<file path="config.mk">
export PLATFORM = sky130hd
export DESIGN_NAME = raster_timing_gen
export DESIGN_NICKNAME = d
export VERILOG_FILES = /design/src/rtl/raster_timing_pkg.sv /design/src/rtl/rtg_reset_ctl.sv /design/src/rtl/rtg_edge_det.sv /design/src/rtl/rtg_hcount.sv /design/src/rtl/rtg_vcount.sv /design/src/rtl/rtg_ctl_decode.sv /design/src/rtl/raster_timing_gen.sv
export SDC_FILE = /design/constraint.sdc
export NUM_CORES = 1
export LEC_CHECK = 0
export BUFFER_PORTS_ARGS = -buffer_cell sky130_fd_sc_hd__buf_2
export CAP_MARGIN = 15
export CORE_ASPECT_RATIO = 0.5
export CORE_MARGIN = 10
export CORE_UTILIZATION = 53
export CTS_CLUSTER_DIAMETER = 80
export CTS_CLUSTER_SIZE = 8
export DETAILED_ROUTE_END_ITERATION = 16
export PLACE_DENSITY = 0.81
export SYNTH_ARGS = -nofsm -noshare
export SYNTH_HDL_FRONTEND = slang
export SYNTH_SLANG_ARGS = --single-unit
</file>
<file path="constraint.sdc">
create_clock -name clk -period 5.54 [get_ports clk]
set_input_delay 0.831 -clock clk [delete_from_list [all_inputs] [get_ports clk]]
set_output_delay 0.831 -clock clk [all_outputs]
set_load 0.01 [all_outputs]
</file>
<file path="src/rtl/raster_timing_pkg.sv">
`timescale 1ns/1ps
// Package: shared encodings for the raster timing generator.
// Assumes std_sel codes are fixed by the brief; 2'b11 aliases 2'b00.
package raster_timing_pkg;

    typedef enum logic [1:0] {
        STD_M60_RECT   = 2'b00,
        STD_50_RECT    = 2'b01,
        STD_M60_SQR    = 2'b10,
        STD_M60_RECT_B = 2'b11
    } raster_std_e;

    // Control levels before polarity selection, in output order.
    typedef struct packed {
        logic blank;
        logic field;
        logic vs;
        logic hs;
    } ctl_lvl_t;

    // True when the selected standard uses the 50 Hz frame.
    function automatic logic std_is_50(input logic [1:0] sel);
        return sel == STD_50_RECT;
    endfunction

endpackage

</file>
<file path="src/rtl/rtg_reset_ctl.sv">
`timescale 1ns/1ps
// Reset control: filters the hardware reset so that it acts only after
// HW_RST_CYCLES consecutive low samples, and runs the self-clearing
// software reset bit that holds the core in reset for SW_RST_CYCLES clocks.
// Assumes rst_n is already synchronous to clk.
module rtg_reset_ctl #(
    parameter int HW_RST_CYCLES = 4,
    parameter int SW_RST_CYCLES = 4
) (
    input  logic clk,
    input  logic rst_n,
    input  logic sw_rst_req,
    output logic core_rst,
    output logic sw_busy
);
    localparam int SH_W  = HW_RST_CYCLES - 1;
    localparam int CNT_W = (SW_RST_CYCLES > 2) ? $clog2(SW_RST_CYCLES) : 1;

    logic [SH_W-1:0]  low_hist;
    logic [CNT_W-1:0] sw_cnt;
    logic             hw_rst;

    // Hardware reset fires when the current and all recorded samples are low.
    assign hw_rst   = !rst_n && (low_hist == '0);
    assign core_rst = hw_rst || sw_busy;

    // Record the most recent reset input samples.
    always_ff @(posedge clk) begin
        low_hist <= {low_hist[SH_W-2:0], rst_n};
    end

    // Software reset bit: set by request, cleared after its hold time.
    always_ff @(posedge clk) begin
        if (hw_rst) begin
            sw_busy <= 1'b0;
            sw_cnt  <= '0;
        end else if (sw_busy) begin
            if (sw_cnt == CNT_W'(SW_RST_CYCLES - 1)) begin
                sw_busy <= 1'b0;
                sw_cnt  <= '0;
            end else begin
                sw_cnt  <= sw_cnt + 1'b1;
            end
        end else if (sw_rst_req) begin
            sw_busy <= 1'b1;
        end
    end

endmodule

</file>
<file path="src/rtl/rtg_edge_det.sv">
`timescale 1ns/1ps
// Edge detector for one external sync input. Applies the polarity bit and
// flags the enabled cycle on which the input becomes active. The previous
// state resets to "active", so a sync held active through reset is not an edge.
module rtg_edge_det (
    input  logic clk,
    input  logic core_rst,
    input  logic pix_en,
    input  logic sync_in,
    input  logic pol,
    output logic edge_pulse
);
    logic act;
    logic prev_act;

    assign act        = pol ? sync_in : !sync_in;
    assign edge_pulse = pix_en && act && !prev_act;

    // Remember the active state seen on the last enabled cycle.
    always_ff @(posedge clk) begin
        if (core_rst)    prev_act <= 1'b1;
        else if (pix_en) prev_act <= act;
    end

endmodule

</file>
<file path="src/rtl/rtg_hcount.sv">
`timescale 1ns/1ps
// Horizontal counter: counts pixels up to the line total picked by the
// standard select. Wraps at the total, or restarts on a slave sync edge.
// Assumes every total fits in H_W bits.
module rtg_hcount
    import raster_timing_pkg::*;
#(
    parameter int H_W       = 10,
    parameter int H_TOT_M60 = 858,
    parameter int H_TOT_50  = 864,
    parameter int H_TOT_SQR = 780
) (
    input  logic           clk,
    input  logic           core_rst,
    input  logic           pix_en,
    input  logic [1:0]     std_sel,
    input  logic           hs_edge,
    output logic [H_W-1:0] h_cnt,
    output logic           line_adv
);
    logic [H_W-1:0] h_last;
    logic           h_wrap;

    // Last pixel index of the line for the selected standard.
    always_comb begin
        case (std_sel)
            STD_50_RECT: h_last = H_W'(H_TOT_50 - 1);
            STD_M60_SQR: h_last = H_W'(H_TOT_SQR - 1);
            default:     h_last = H_W'(H_TOT_M60 - 1);
        endcase
    end

    assign h_wrap   = h_cnt >= h_last;
    assign line_adv = pix_en && (h_wrap || hs_edge);

    // Pixel counter with wrap and slave restart.
    always_ff @(posedge clk) begin
        if (core_rst)      h_cnt <= '0;
        else if (line_adv) h_cnt <= '0;
        else if (pix_en)   h_cnt <= h_cnt + 1'b1;
    end

endmodule

</file>
<file path="src/rtl/rtg_vcount.sv">
`timescale 1ns/1ps
// Vertical counter: counts lines of an interlaced frame and derives the
// field level and the line index relative to the start of the field.
// A slave vertical sync edge moves to the start of the other field.
// Assumes both frame totals are odd and fit in V_W bits.
module rtg_vcount
    import raster_timing_pkg::*;
#(
    parameter int V_W      = 10,
    parameter int LINES_60 = 525,
    parameter int LINES_50 = 625
) (
    input  logic           clk,
    input  logic           core_rst,
    input  logic           pix_en,
    input  logic [1:0]     std_sel,
    input  logic           line_adv,
    input  logic           vs_edge,
    output logic [V_W-1:0] line_cnt,
    output logic           field_lvl,
    output logic [V_W-1:0] field_line
);
    localparam logic [V_W-1:0] F1_60   = V_W'((LINES_60 + 1) / 2);
    localparam logic [V_W-1:0] F1_50   = V_W'((LINES_50 + 1) / 2);
    localparam logic [V_W-1:0] LAST_60 = V_W'(LINES_60 - 1);
    localparam logic [V_W-1:0] LAST_50 = V_W'(LINES_50 - 1);

    logic [V_W-1:0] f1_line;
    logic [V_W-1:0] last_line;

    // Field-two start line and last frame line for the selected standard.
    assign f1_line   = std_is_50(std_sel) ? F1_50 : F1_60;
    assign last_line = std_is_50(std_sel) ? LAST_50 : LAST_60;

    assign field_lvl  = line_cnt >= f1_line;
    assign field_line = field_lvl ? (line_cnt - f1_line) : line_cnt;

    // Line counter: slave field alignment has priority over line advance.
    always_ff @(posedge clk) begin
        if (core_rst) begin
            line_cnt <= '0;
        end else if (pix_en && vs_edge) begin
            line_cnt <= field_lvl ? '0 : f1_line;
        end else if (line_adv) begin
            line_cnt <= (line_cnt >= last_line) ? '0 : line_cnt + 1'b1;
        end
    end

endmodule

</file>
<file path="src/rtl/rtg_ctl_decode.sv">
`timescale 1ns/1ps
// Control decode: turns the counters and blanking registers into the four
// control levels, then applies each output's polarity. Purely combinational;
// the outputs follow the counter registers with no added delay.
module rtg_ctl_decode
    import raster_timing_pkg::*;
#(
    parameter int H_W      = 10,
    parameter int V_W      = 10,
    parameter int HS_WIDTH = 64,
    parameter int VS_LINES = 3
) (
    input  logic [H_W-1:0] h_cnt,
    input  logic [V_W-1:0] field_line,
    input  logic           field_lvl,
    input  logic           blank_lead,
    input  logic [H_W-1:0] hb_start,
    input  logic [H_W-1:0] hb_end,
    input  logic [8:0]     vb_start,
    input  logic [8:0]     vb_end,
    input  logic [3:0]     pol,
    output logic [3:0]     ctl_out
);
    localparam int HP_W = H_W + 1;
    localparam int VC_W = (V_W > 9) ? V_W : 9;

    ctl_lvl_t        lvl;
    logic [HP_W-1:0] h_eval;
    logic [VC_W-1:0] fl_ext;
    logic            hblank;
    logic            vblank;

    assign h_eval = HP_W'(h_cnt) + HP_W'(blank_lead);
    assign fl_ext = VC_W'(field_line);

    // Blanking windows, horizontal with optional one-pixel lead.
    assign hblank = (h_eval >= HP_W'(hb_start)) || (h_eval < HP_W'(hb_end));
    assign vblank = (fl_ext >= VC_W'(vb_start)) || (fl_ext < VC_W'(vb_end));

    // Active levels before polarity.
    always_comb begin
        lvl.hs    = h_cnt < H_W'(HS_WIDTH);
        lvl.vs    = field_line < V_W'(VS_LINES);
        lvl.field = field_lvl;
        lvl.blank = hblank || vblank;
    end

    // Per-output polarity select.
    for (genvar i = 0; i < 4; i++) begin : g_pol
        assign ctl_out[i] = pol[i] ? lvl[i] : !lvl[i];
    end

endmodule

</file>
<file path="src/rtl/raster_timing_gen.sv">
`timescale 1ns/1ps
// Raster timing generator top. Connects reset control, external sync edge
// detection, horizontal and vertical counters and control decode.
// Assumes all register inputs are static while a field is running, and
// that rst_n and the external syncs are synchronous to clk.
module raster_timing_gen
    import raster_timing_pkg::*;
#(
    parameter int H_W       = 10,
    parameter int V_W       = 10,
    parameter int H_TOT_M60 = 858,
    parameter int H_TOT_50  = 864,
    parameter int H_TOT_SQR = 780,
    parameter int LINES_60  = 525,
    parameter int LINES_50  = 625,
    parameter int HS_WIDTH  = 64,
    parameter int VS_LINES  = 3
) (
    input  logic           clk,
    input  logic           rst_n,
    input  logic           pix_en,
    input  logic           sw_rst_req,
    input  logic [1:0]     std_sel,
    input  logic           slave_mode,
    input  logic           ext_hsync,
    input  logic           ext_vsync,
    input  logic           pol_hsync,
    input  logic           pol_vsync,
    input  logic           pol_field,
    input  logic           pol_blank,
    input  logic           blank_lead,
    input  logic [H_W-1:0] hb_start,
    input  logic [H_W-1:0] hb_end,
    input  logic [7:0]     vb_start_lo,
    input  logic           vb_start_hi,
    input  logic [8:0]     vb_end,
    output logic [H_W-1:0] h_cnt,
    output logic [V_W-1:0] line_cnt,
    output logic           hsync_o,
    output logic           vsync_o,
    output logic           field_o,
    output logic           blank_o,
    output logic           sync_drive_en,
    output logic           sw_reset_busy
);
    logic           core_rst;
    logic [1:0]     ext_sync;
    logic [1:0]     ext_pol;
    logic [1:0]     ext_edge;
    logic           hs_edge;
    logic           vs_edge;
    logic           line_adv;
    logic           field_lvl;
    logic [V_W-1:0] field_line;
    logic [3:0]     ctl_out;

    rtg_reset_ctl #(
        .HW_RST_CYCLES(4),
        .SW_RST_CYCLES(4)
    ) u_rst (
        .clk        (clk),
        .rst_n      (rst_n),
        .sw_rst_req (sw_rst_req),
        .core_rst   (core_rst),
        .sw_busy    (sw_reset_busy)
    );

    assign ext_sync = {ext_vsync, ext_hsync};
    assign ext_pol  = {pol_vsync, pol_hsync};

    // One edge detector per external sync input.
    for (genvar s = 0; s < 2; s++) begin : g_ext
        rtg_edge_det u_edge (
            .clk        (clk),
            .core_rst   (core_rst),
            .pix_en     (pix_en),
            .sync_in    (ext_sync[s]),
            .pol        (ext_pol[s]),
            .edge_pulse (ext_edge[s])
        );
    end

    assign hs_edge       = slave_mode && ext_edge[0];
    assign vs_edge       = slave_mode && ext_edge[1];
    assign sync_drive_en = !slave_mode;

    rtg_hcount #(
        .H_W       (H_W),
        .H_TOT_M60 (H_TOT_M60),
        .H_TOT_50  (H_TOT_50),
        .H_TOT_SQR (H_TOT_SQR)
    ) u_h (
        .clk      (clk),
        .core_rst (core_rst),
        .pix_en   (pix_en),
        .std_sel  (std_sel),
        .hs_edge  (hs_edge),
        .h_cnt    (h_cnt),
        .line_adv (line_adv)
    );

    rtg_vcount #(
        .V_W      (V_W),
        .LINES_60 (LINES_60),
        .LINES_50 (LINES_50)
    ) u_v (
        .clk        (clk),
        .core_rst   (core_rst),
        .pix_en     (pix_en),
        .std_sel    (std_sel),
        .line_adv   (line_adv),
        .vs_edge    (vs_edge),
        .line_cnt   (line_cnt),
        .field_lvl  (field_lvl),
        .field_line (field_line)
    );

    rtg_ctl_decode #(
        .H_W      (H_W),
        .V_W      (V_W),
        .HS_WIDTH (HS_WIDTH),
        .VS_LINES (VS_LINES)
    ) u_dec (
        .h_cnt      (h_cnt),
        .field_line (field_line),
        .field_lvl  (field_lvl),
        .blank_lead (blank_lead),
        .hb_start   (hb_start),
        .hb_end     (hb_end),
        .vb_start   ({vb_start_hi, vb_start_lo}),
        .vb_end     (vb_end),
        .pol        ({pol_blank, pol_field, pol_vsync, pol_hsync}),
        .ctl_out    (ctl_out)
    );

    assign hsync_o = ctl_out[0];
    assign vsync_o = ctl_out[1];
    assign field_o = ctl_out[2];
    assign blank_o = ctl_out[3];

endmodule

</file>
==> PnR_summary.wiki <==
{| class="wikitable"
! Metric !! Value
|-
| Net switching power || between 0.2 and 0.25 mW
|-
| Count of endpoints failing setup in the final report || 0
|-
| Number of fill cells in the layout || around 480
|-
| Cell Area, Placed || 3630 um^2
|-
| Synth Flop Type || dfxtp_1
|-
| Max rail drop VDD || about 200 uV
|-
| Combinational share of power || about a third
|-
| Post-Layout Inst Area || 3790 um^2
|-
| Portion of the post-synthesis area used by sequential elements || between 10% and 20%
|-
| Top achievable clock speed || between 0.15 and 0.2 GHz
|-
| Die Wd || between 100 and 150 um
|-
| Count of final max-slew check failures || 0
|-
| Clock tree from TritonCTS || yes
|-
| Routed via count divided by cell count || ~5.9
|-
| Die height || approximately 75 um
|-
| Type of the worst setup path || in -> out
|-
| Via count of the first global-routing pass || 3,159
|-
| CTS root buf || clkbuf_16
|-
| Count of H-tree levels built during CTS || 1
|-
| Wire length of the first global-routing pass || ~15 mm
|-
| Hpwl dp || roughly 7.3 mm
|-
| Total congestion overflow after global routing || 0
|-
| Worst hold path depth || 0
|-
| Clock slew at the register clock pins of the worst setup and hold paths || around 70 ps
|-
| Reg2reg path depth || 10
|-
| Number of standard-cell rows in the floorplan || 19
|-
| Maximum number of buffers from clock root to sink || 2
|-
| I/O pin cnt || just under 80
|-
| Status || complete, no violations
|-
| Number of buffers added on ports || 77
|-
| DRC Markers || 0
|-
| Maximum number of pins on one net before global-route repair || 17
|-
| Flip-flop and latch area || about 560 um^2
|-
| Share of flip-flops with an asynchronous set or reset after synthesis || 0%
|-
| Synth warnings || 0
|-
| Number of optimization iterations in the first detailed-route pass || 7
|-
| Area of combinational cells with multiple inputs || ~2400 um^2
|-
| Post-synth net total || about 520
|-
| Fraction of power consumed by the clock network || a little under a third
|-
| Placement Setup Slack || about 42 ps
|-
| Critical path launch point type || primary input
|-
| Mean cell area of the mapped netlist || 7.59 um^2
|-
| Via total after detailed routing || around 3,300
|-
| Post-synthesis cell count || about 420
|-
| Normalized max-slew margin || a little over a quarter
|-
| Initial DRC count || ~310
|-
| Power per standard cell area || between 150 and 200 nW/um^2
|-
| GRT Total Usage || 18.5%
|-
| Final period demand of the worst path || around 5300 ps
|-
| Netlist area before placement || approximately 3200 um^2
|-
| Setup slack after layout || approximately 210 ps
|-
| Worst Path Max Fanout || 8
|-
| Final setup skew || roughly 2.2 ps
|-
| Core Region || between 5000 and 6000 um^2
|-
| Crit. End Element || output port
|-
| Clock Sinks || 28
|-
| Hold violation total from the final report || 0
|-
| Synth Register Bits || 28
|-
| Area growth from synthesis to layout || 19.8%
|-
| Commonest cells after routing, fill and taps aside || 77 x buf_2, 54 x ha_1, 43 x inv_1, 36 x nand2_1, 35 x nor2_1
|-
| Internal power summed over all cells || approximately 0.47 mW
|-
| Data arrival time of the critical path || roughly 4500 ps
|-
| Final worst path period share || 96.2%
|-
| Number of nets at the end of the flow || approximately 600
|-
| Die footprint || slightly below 10,000 um^2
|-
| Number of flops mapped to enable cells by yosys || 0
|-
| Required time worst endpoint || ~4700 ps
|-
| Gp weighted congestion || ~0.94
|-
| Cell variety after synth || between 50 and 60
|-
| Initial standard-cell utilization of the core || about 56%
|-
| Sequential share of power || 36.4%
|-
| Worst-Margin Slew || between 1000 and 1500 ps
|-
| Count of antenna diodes in the layout || 0
|-
| Class of the tightest hold or removal check || reg -> reg
|-
| CTS buffer count || 3
|-
| Max Cap Viol || 0
|-
| Final antenna-violating net count || 0
|-
| Final Routed Wirelength || 9.25 mm
|-
| Layout cell share with drive strength beyond 1 || between 20% and 30%
|-
| Switching part of the total || about 33%
|-
| Clk_lat worst skew || about 260 ps
|-
| Wire length per cell || around 16 um
|-
| Leakage power || 1.93 nW
|-
| Antenna violations before repair || 0
|-
| Most common cell after layout, fill and taps aside || buf_2
|}
## final cells by class
class                      instances  area share [%]
clock inverter                     1           0.792
tap                               73            2.41
inverter                          44            4.35
clock buffer                       3            1.98
timing repair buffer              87            12.1
sequential                        28            14.8
multi-input combinational        328            63.6
## stage by stage
step | power (mW) | TNS (ps) | hold WS (ps) | util (%) | instances
CTS | 0.709 | 0 | 358 | 66.2 | 563
global placement | 0.491 | 0 | 336 | 64.4 | 559
finish | 0.711 | 0 | 357 | 67.3 | 564
global route | 0.766 | -3.60 | 368 | 67.3 | 564
detailed placement | 0.494 | 0 | 343 | 64.4 | 559
floorplan | 0.411 | 0 | 331 | - | 417
## registers in the layout, indices dropped and copies added, names as in the netlist
register               count
u_v.line_cnt              10
u_rst.low_hist             3
u_h.h_cnt                 10
g_ext.u_edge.prev_act      2
u_rst.sw_busy              1
u_rst.sw_cnt               2
## power groups by stage
| stage | sequential [mW] | combinational (mW) | clock, mW |
|---|---|---|---|
| 4_1_cts | 0.258 | 0.233 | 0.217 |
| 3_3_place_gp | 0.263 | 0.228 | 0 |
| 2_1_floorplan | 0.258 | 0.153 | 0 |
| 6_report | 0.259 | 0.234 | 0.218 |
| 3_5_place_dp | 0.263 | 0.231 | 0 |
| 5_1_grt | 0.264 | 0.275 | 0.228 |
## worst max-delay path, stage by stage
cell,delay [ps]
buf_2,110
inv_1,80
ha_2,250
inv_2,90
ha_1,300
and4_1,230
a311o_1,410
o22a_2,290
nand2_1,100
o21ai_2,70
ha_1,300
a21o_1,160
a2111oi_0,360
o21ai_1,140
o211ai_1,130
nand4_1,140
nor3_2,220
xor2_1,170
buf_2,150
## synthesized netlist by cell type, drive strengths merged, types with 5 or more instances
cell type | instances | area, um^2
nor3 | 11 | 60.1
ha | 55 | 688
nand4 | 10 | 62.6
clkbuf | 6 | 22.5
nor2 | 35 | 131
o21ai | 27 | 135
nand2b | 5 | 31.3
dfxtp | 28 | 561
nand3 | 10 | 50.1
inv | 44 | 165
a21oi | 22 | 110
a21boi | 5 | 37.5
a211oi | 9 | 67.6
buf | 11 | 62.6
xor2 | 14 | 123
a21o | 6 | 45.0
nand2 | 36 | 135
xnor2 | 16 | 140
## kinds of logic after synthesis
family / share of synthesized area, %
flops: 17.7
simple gates: 20.2
buf+inv: 7.90
fa+ha+maj: 21.7
compound gates: 22.8
mux: 1.34
xor+xnor: 8.30
## layer usage
metal / GRT usage (%) / wire, um / share of wire (%)
met3: 5.05 / 909 / 9.8
met4: 3.38 / 140 / 1.5
met2: 30.1 / 4170 / 45
met1: 24.3 / 4030 / 44
met5: 0 / 0 / 0
## path summary, 6_finish.rpt
| check | from | to | slack [ps] |
|---|---|---|---|
| max reg2reg | u_v.line_cnt[2] | u_v.line_cnt[6] | 2340 |
| max | std_sel[1] | blank_o | 210 |
| min | u_rst.low_hist[1] | u_rst.low_hist[2] | 360 |
| min reg2reg | u_rst.low_hist[1] | u_rst.low_hist[2] | 360 |
## timing repair
action	in CTS	in global routing
hold buffers	0	0
setup buffers	0	1
gates resized for setup	0	17
endpoints found under the setup margin	0	1
No activity file was read; power rests on OpenSTA's default activity.
